## src/rtl/clkdiv_pkg.sv

```systemverilog
package clkdiv_pkg;

    typedef enum logic [1:0] {
        PH_PARK = 2'd0,
        PH_HIGH = 2'd1,
        PH_LOW  = 2'd2
    } bank_phase_e;

    localparam int NUM_BANKS = 3;

    // Run mask {C,B,A} for each gate code value
    function automatic logic [NUM_BANKS-1:0] gate_to_mask(input logic [1:0] code);
        logic [NUM_BANKS-1:0] m;
        unique case (code)
            2'b00:   m = 3'b001;
            2'b01:   m = 3'b100;
            2'b10:   m = 3'b101;
            default: m = 3'b111;
        endcase
        return m;
    endfunction

endpackage

```

## src/rtl/clkdiv_event_sel.sv

```systemverilog
module clkdiv_event_sel (
    input  logic clk,
    input  logic mreset_n,
    input  logic mult_sel,
    input  logic ref_lvl,
    output logic ev
);
    logic ref_q;

    always_ff @(posedge clk or negedge mreset_n) begin
        if (!mreset_n) ref_q <= 1'b0;
        else           ref_q <= ref_lvl;
    end

    // Multiplied path: every cycle; bypass: reference rising edge
    always_comb begin
        ev = mult_sel | (ref_lvl & ~ref_q);
    end
endmodule

```

## src/rtl/clkdiv_run_decode.sv

```systemverilog
module clkdiv_run_decode
    import clkdiv_pkg::*;
(
    input  logic [1:0]           gate_code,
    output logic [NUM_BANKS-1:0] run_mask
);
    always_comb begin
        run_mask = gate_to_mask(gate_code);
    end
endmodule

```

## src/rtl/clkdiv_bank.sv

```systemverilog
module clkdiv_bank
    import clkdiv_pkg::*;
#(
    parameter int HALF_SEL0 = 1,
    parameter int HALF_SEL1 = 2,
    parameter int OUTS      = 2,
    parameter int CNT_W     = 4
) (
    input  logic            clk,
    input  logic            mreset_n,
    input  logic            ev,
    input  logic            run,
    input  logic            div_sel,
    input  logic            halve,
    output logic [OUTS-1:0] q
);
    bank_phase_e      st_q, st_nx;
    logic [CNT_W-1:0] cnt_q, cnt_nx;
    logic [CNT_W-1:0] half_q, half_nx;
    logic [CNT_W-1:0] base_half, half_new;
    logic             last_ev;

    always_comb begin
        base_half = div_sel ? CNT_W'(HALF_SEL1) : CNT_W'(HALF_SEL0);
        half_new  = halve ? (base_half << 1) : base_half;
        last_ev   = ev && (cnt_q == half_q - CNT_W'(1));
    end

    always_comb begin
        st_nx   = st_q;
        cnt_nx  = cnt_q;
        half_nx = half_q;
        unique case (st_q)
            PH_PARK: begin
                if (ev && run) begin          // start
                    st_nx   = PH_HIGH;
                    cnt_nx  = '0;
                    half_nx = half_new;
                end
            end
            PH_HIGH: begin
                if (last_ev) begin            // fall
                    st_nx  = PH_LOW;
                    cnt_nx = '0;
                end else if (ev) begin
                    cnt_nx = cnt_q + CNT_W'(1);
                end
            end
            PH_LOW: begin
                if (last_ev) begin
                    cnt_nx = '0;
                    if (run) begin            // repeat
                        st_nx   = PH_HIGH;
                        half_nx = half_new;
                    end else begin            // stop
                        st_nx = PH_PARK;
                    end
                end else if (ev) begin
                    cnt_nx = cnt_q + CNT_W'(1);
                end
            end
            default: begin
                st_nx  = PH_PARK;
                cnt_nx = '0;
            end
        endcase
    end

    // State register
    always_ff @(posedge clk or negedge mreset_n) begin
        if (!mreset_n) begin
            st_q   <= PH_PARK;
            cnt_q  <= '0;
            half_q <= CNT_W'(HALF_SEL0);
        end else begin
            st_q   <= st_nx;
            cnt_q  <= cnt_nx;
            half_q <= half_nx;
        end
    end

    // Output register, one flop per output
    generate
        for (genvar i = 0; i < OUTS; i++) begin : g_out
            always_ff @(posedge clk or negedge mreset_n) begin
                if (!mreset_n) q[i] <= 1'b0;
                else           q[i] <= (st_nx == PH_HIGH);
            end
        end
    endgenerate
endmodule

```

## src/rtl/banked_clock_divider.sv

```systemverilog
module banked_clock_divider
    import clkdiv_pkg::*;
#(
    parameter int OUTS   = 2,
    parameter int A_HALF0 = 1,
    parameter int A_HALF1 = 2,
    parameter int B_HALF0 = 1,
    parameter int B_HALF1 = 2,
    parameter int C_HALF0 = 2,
    parameter int C_HALF1 = 3
) (
    input  logic            clk,
    input  logic            mreset_n,
    input  logic            mult_sel,
    input  logic            ref_lvl,
    input  logic            half_mode,
    input  logic            div_sel_a,
    input  logic            div_sel_b,
    input  logic            div_sel_c,
    input  logic [1:0]      gate_code,
    output logic [OUTS-1:0] qa,
    output logic [OUTS-1:0] qb,
    output logic [OUTS-1:0] qc,
    output logic            out_en
);
    localparam int HALF0 [NUM_BANKS] = '{A_HALF0, B_HALF0, C_HALF0};
    localparam int HALF1 [NUM_BANKS] = '{A_HALF1, B_HALF1, C_HALF1};
    localparam int MAX_HALF = 2 * C_HALF1;
    localparam int CNT_W    = $clog2(MAX_HALF + 1);

    logic                 div_ev;
    logic [NUM_BANKS-1:0] run_mask;
    logic [NUM_BANKS-1:0] sel_v;
    logic [OUTS-1:0]      bank_q [NUM_BANKS];

    assign sel_v = {div_sel_c, div_sel_b, div_sel_a};

    clkdiv_event_sel u_evsel (
        .clk      (clk),
        .mreset_n (mreset_n),
        .mult_sel (mult_sel),
        .ref_lvl  (ref_lvl),
        .ev       (div_ev)
    );

    clkdiv_run_decode u_rundec (
        .gate_code (gate_code),
        .run_mask  (run_mask)
    );

    generate
        for (genvar b = 0; b < NUM_BANKS; b++) begin : g_bank
            clkdiv_bank #(
                .HALF_SEL0 (HALF0[b]),
                .HALF_SEL1 (HALF1[b]),
                .OUTS      (OUTS),
                .CNT_W     (CNT_W)
            ) u_bank (
                .clk      (clk),
                .mreset_n (mreset_n),
                .ev       (div_ev),
                .run      (run_mask[b]),
                .div_sel  (sel_v[b]),
                .halve    (half_mode),
                .q        (bank_q[b])
            );
        end
    endgenerate

    assign qa = bank_q[0];
    assign qb = bank_q[1];
    assign qc = bank_q[2];

    always_ff @(posedge clk or negedge mreset_n) begin
        if (!mreset_n) out_en <= 1'b0;
        else           out_en <= 1'b1;
    end
endmodule

```

## config.mk

```make
export PLATFORM = sky130hd
export DESIGN_NAME = banked_clock_divider
export DESIGN_NICKNAME = d
export VERILOG_FILES = /design/src/rtl/clkdiv_pkg.sv /design/src/rtl/clkdiv_event_sel.sv /design/src/rtl/clkdiv_run_decode.sv /design/src/rtl/clkdiv_bank.sv /design/src/rtl/banked_clock_divider.sv
export SDC_FILE = /design/constraint.sdc
export NUM_CORES = 1
export LEC_CHECK = 0
export BUFFER_PORTS_ARGS = -buffer_cell sky130_fd_sc_hd__buf_4
export CAP_MARGIN = 30
export CORE_MARGIN = 5
export CORE_UTILIZATION = 60
export CTS_BUF_LIST = sky130_fd_sc_hd__clkbuf_8
export CTS_CLUSTER_SIZE = 8
export DETAILED_ROUTE_END_ITERATION = 6
export PLACE_DENSITY = 0.8
export SETUP_SLACK_MARGIN = 0.5
export SLEW_MARGIN = 20
export SYNTH_ARGS = -nofsm -noshare
export SYNTH_HDL_FRONTEND = slang
export SYNTH_SLANG_ARGS = --single-unit
```

## constraint.sdc

```tcl
create_clock -name clk -period 3 [get_ports clk]
set_clock_uncertainty 0.15 [all_clocks]
set_input_delay 0.3 -clock clk [delete_from_list [all_inputs] [get_ports clk]]
set_output_delay 0.3 -clock clk [all_outputs]
set_load 0.05 [all_outputs]
```

==> results.sh <==
export IMPL_outcome="complete, no violations"
export IMPL_p_leak_nw=1.061
export IMPL_worst_path_max_fanout=6
export IMPL_setup_worst_path_start_class="flop"
export IMPL_synth_area_top_cells="sky130_fd_sc_hd__dfrtp_1 34%, sky130_fd_sc_hd__ha_1 15%, sky130_fd_sc_hd__dfstp_2 4.2%"
export IMPL_numCtsBuffers=5
export IMPL_setup_worst_path_class="flop to flop"
export IMPL_dr_first_iter_drc_count=55
export IMPL_postSynth_asyncResetShare=1.000
export IMPL_synth_nets=213
export IMPL_post_synth_num_cell_types=46
export IMPL_global_route_wire_length_before_repair_mm=6.858
export IMPL_synthesis_area_per_instance_um2=10.47
export IMPL_antenna_cells_inserted=0
export IMPL_syn_inst=181
export IMPL_max_clock_path_buffers=2
export IMPL_share_comb_of_total_power=0.558
export IMPL_cts_sink_count=29
export IMPL_worst_setup_path_end_kind="flop"
export IMPL_placement_rows=20
export IMPL_area_of_the_core_region_um2=3053
export IMPL_setup_violations_final=0
export IMPL_worst_setup_hold_path_clk_slew_ns=0.07
export IMPL_route_detailed_vias_per_inst=5.677
export IMPL_drt_total_wl_mm=3.831
export IMPL_routed_via_count=1408
export IMPL_drt_drc_violations_left=0
export IMPL_internal_power_mw=1.333
export IMPL_tritoncts_clock_tree="done"
export IMPL_critical_path_required_ns=3.01
export IMPL_worstPathArrival_ns=2.32
export IMPL_total_switching_power_mw=1.015
export IMPL_achievable_frequency_mhz=433.4
export IMPL_grt_start_max_net_pins=30
export IMPL_yosys_register_bits=29
export IMPL_netlist_area_leader_share=0.3432
export IMPL_final_fill_count=237
export IMPL_yosysWarningCount=0
export IMPL_cap_viol_max_count=0
export IMPL_layout_drive_gt1_share=0.2157
export IMPL_die_h_um=66.21
export IMPL_ir_drop_worst_vdd_mv=0.7234
export IMPL_final_net_count=235
export IMPL_synth_sequential_area_ratio=0.3848
export IMPL_fraction_of_power_consumed_by_the_clock_network=0.151
export IMPL_finalSetupTns_ns=0
export IMPL_multi_input_area_um2=1065
export IMPL_postCtsSetupRepairBufs=0
export IMPL_register_area_um2=729.5
export IMPL_post_synth_instance_area_um2=1896
export IMPL_power_frac_seq=0.291
export IMPL_routedWlPerCell_um=15.45
export IMPL_floorplan_die_area_um2=4383
export IMPL_yosysMostFrequentCell="sky130_fd_sc_hd__dfrtp_1"
export IMPL_via_count_of_the_first_global_routing_pass=1512
export IMPL_clock_insertion_delay_worst_skew_ns=0.28
export IMPL_area_growth_syn_to_layout_pct=14.46
export IMPL_global_route_usage_total=0.2083
export IMPL_port_buffers=16
export IMPL_place_area_um2=2048
export IMPL_number_of_nets_with_antenna_violations_after_detailed_routing=0
export IMPL_power_density_cell_area_nw_per_um2=1082
export IMPL_gr_total_overflow=0
export IMPL_worst_hold_check_path_type="input pin to flop"
export IMPL_finalWeightedCongestion=0.8543
export IMPL_antenna_found_initial=0
export IMPL_most_instantiated_flip_flop_cell_in_the_synthesis_netlist="sky130_fd_sc_hd__dfrtp_1"
export IMPL_top_level_ports=17
export IMPL_ys_top_cells_by_count="26 x sky130_fd_sc_hd__dfrtp_1, 22 x sky130_fd_sc_hd__ha_1, 21 x sky130_fd_sc_hd__inv_1"
export IMPL_firstDrtPassIters=4
export IMPL_slew_viol_final=0
export IMPL_dp_final_hpwl_mm=2.942
export IMPL_final_cell_area_um2=2170
export IMPL_yosys_area_top_type="sky130_fd_sc_hd__dfrtp_1"
export IMPL_final_period_utilization=0.7691
export IMPL_finalHoldViolCount=0
export IMPL_sw_frac_of_total=0.4324
export IMPL_number_of_synthesized_flops_with_an_enable_pin=0
export IMPL_cts_root_buffer_cell="sky130_fd_sc_hd__clkbuf_8"
export IMPL_initial_core_util=0.6209
export IMPL_rsz0062_at_grt="false"
export IMPL_die_width_um=66.21
export IMPL_layout_min_cycle_time_ns=2.307
export IMPL_cts_htree_levels=2
final timing paths:
| check | endpoint | startpoint | depth (start not counted) | slack [ns] |
|---|---|---|---|---|
| worst max-delay path | g_bank[0].u_bank.half_q[1]$_DFFE_PN0P_ | g_bank[0].u_bank.half_q[0]$_DFFE_PN1P_ | 7 | 0.69 |
| worst min-delay path | g_bank[2].u_bank.half_q[1]$_DFFE_PN1P_ | div_sel_c | 3 | 0.13 |
| worst max register to register | g_bank[0].u_bank.half_q[1]$_DFFE_PN0P_ | g_bank[0].u_bank.half_q[0]$_DFFE_PN1P_ | 7 | 0.69 |
| max in group asynchronous | g_bank[0].u_bank.half_q[0]$_DFFE_PN1P_ | mreset_n | 2 | 2.06 |
| worst min register to register | g_bank[2].u_bank.half_q[1]$_DFFE_PN1P_ | g_bank[2].u_bank.half_q[1]$_DFFE_PN1P_ | 2 | 0.37 |
| min in group asynchronous | g_bank[2].u_bank.cnt_q[2]$_DFFE_PN0P_ | mreset_n | 2 | 0.32 |
cell families (layout without fill, tap and decap cells):
family | Yosys count | after routing | share of synthesized area
AOI/OAI and AO/OA | 43 | 43 | 0.1716
xor gates and xnor gates | 9 | 9 | 0.06336
adders and majority gates | 22 | 22 | 0.1452
buffers and inverters | 24 | 47 | 0.05347
DFF | 29 | 29 | 0.3848
muxes | 7 | 7 | 0.04092
other | 1 | 1 | 0.001978
and+or+nand+nor | 46 | 46 | 0.1386
cell usage in the layout (no fill, tap or decap), drive strengths merged, types with 6 or more instances in the layout:
cell type   n
nor2b       7
dfrtp      26
nor2        8
nand2      12
buf        16
ha         22
mux2        6
clkbuf      7
xor2        6
inv        21
o21ai      12
stage by stage:
step | instances | hold slack (ns) | power [mW] | utilization | setup WS (ns)
6_report | 248 | 0.1250 | 2.348 | 0.7107 | 0.6926
5_1_grt | 248 | 0.1242 | 2.541 | 0.7107 | 0.5834
4_1_cts | 248 | 0.1181 | 2.362 | 0.7107 | 0.6772
3_5_place_dp | 238 | 0.09669 | 1.994 | 0.6709 | 0.6853
3_3_place_gp | 238 | 0.08973 | 1.897 | 0.6709 | 0.8001
2_1_floorplan | 181 | -0.1456 | 1.711 | - | 0.8548
sequential cells by signal, indices dropped and copies added (netlist names):
signal                count
g_bank.u_bank.half_q      9
g_bank.u_bank.cnt_q       9
out_en                    1
g_bank.u_bank.q           3
g_bank.u_bank.st_q        6
u_evsel.ref_q             1
metal layers:
metal / vias to the layer above / track usage / part of all wire
met5: - / 0 / 0
met3: 11 / 0.06293 / 0.041
li1: 682 / - / -
met2: 27 / 0.3457 / 0.51
met4: 0 / 0.09137 / 0.021
met1: 688 / 0.2468 / 0.43
power groups by stage:
stage	clock network [mW]	registers, mW	logic (mW)
final	0.354	0.683	1.31
after global routing	0.387	0.704	1.45
after CTS	0.364	0.683	1.31
after detailed placement	0	0.690	1.30
after global placement	0	0.676	1.22
after floorplan	0	0.733	0.978
timing repair:
item | 4_1_cts | 5_1_grt
hold buffers | 2 | 0
gates resized for setup | 0 | 0
endpoints found under the hold margin | 27 | 0
endpoints found under the setup margin | 0 | 0
area by class of cell:
cell class | count | share of cell area
tap | 44 | 0.02537
clock inverter | 1 | 0.002307
timing repair buffer | 18 | 0.06459
multi-input combinational | 128 | 0.4908
clock buffer | 7 | 0.04441
sequential | 29 | 0.3362
inverter | 21 | 0.03633
worst max-delay path, cell delays in order (launching register included):
cell and delay (ns):
sky130_fd_sc_hd__dfstp_2 0.54, sky130_fd_sc_hd__inv_1 0.04, sky130_fd_sc_hd__ha_1 0.29, sky130_fd_sc_hd__xor2_1 0.18, sky130_fd_sc_hd__nand3_2 0.16, sky130_fd_sc_hd__mux2_2 0.30, sky130_fd_sc_hd__nor2_2 0.16, sky130_fd_sc_hd__mux2_2 0.36
No activity file was read; power rests on OpenSTA's default activity.
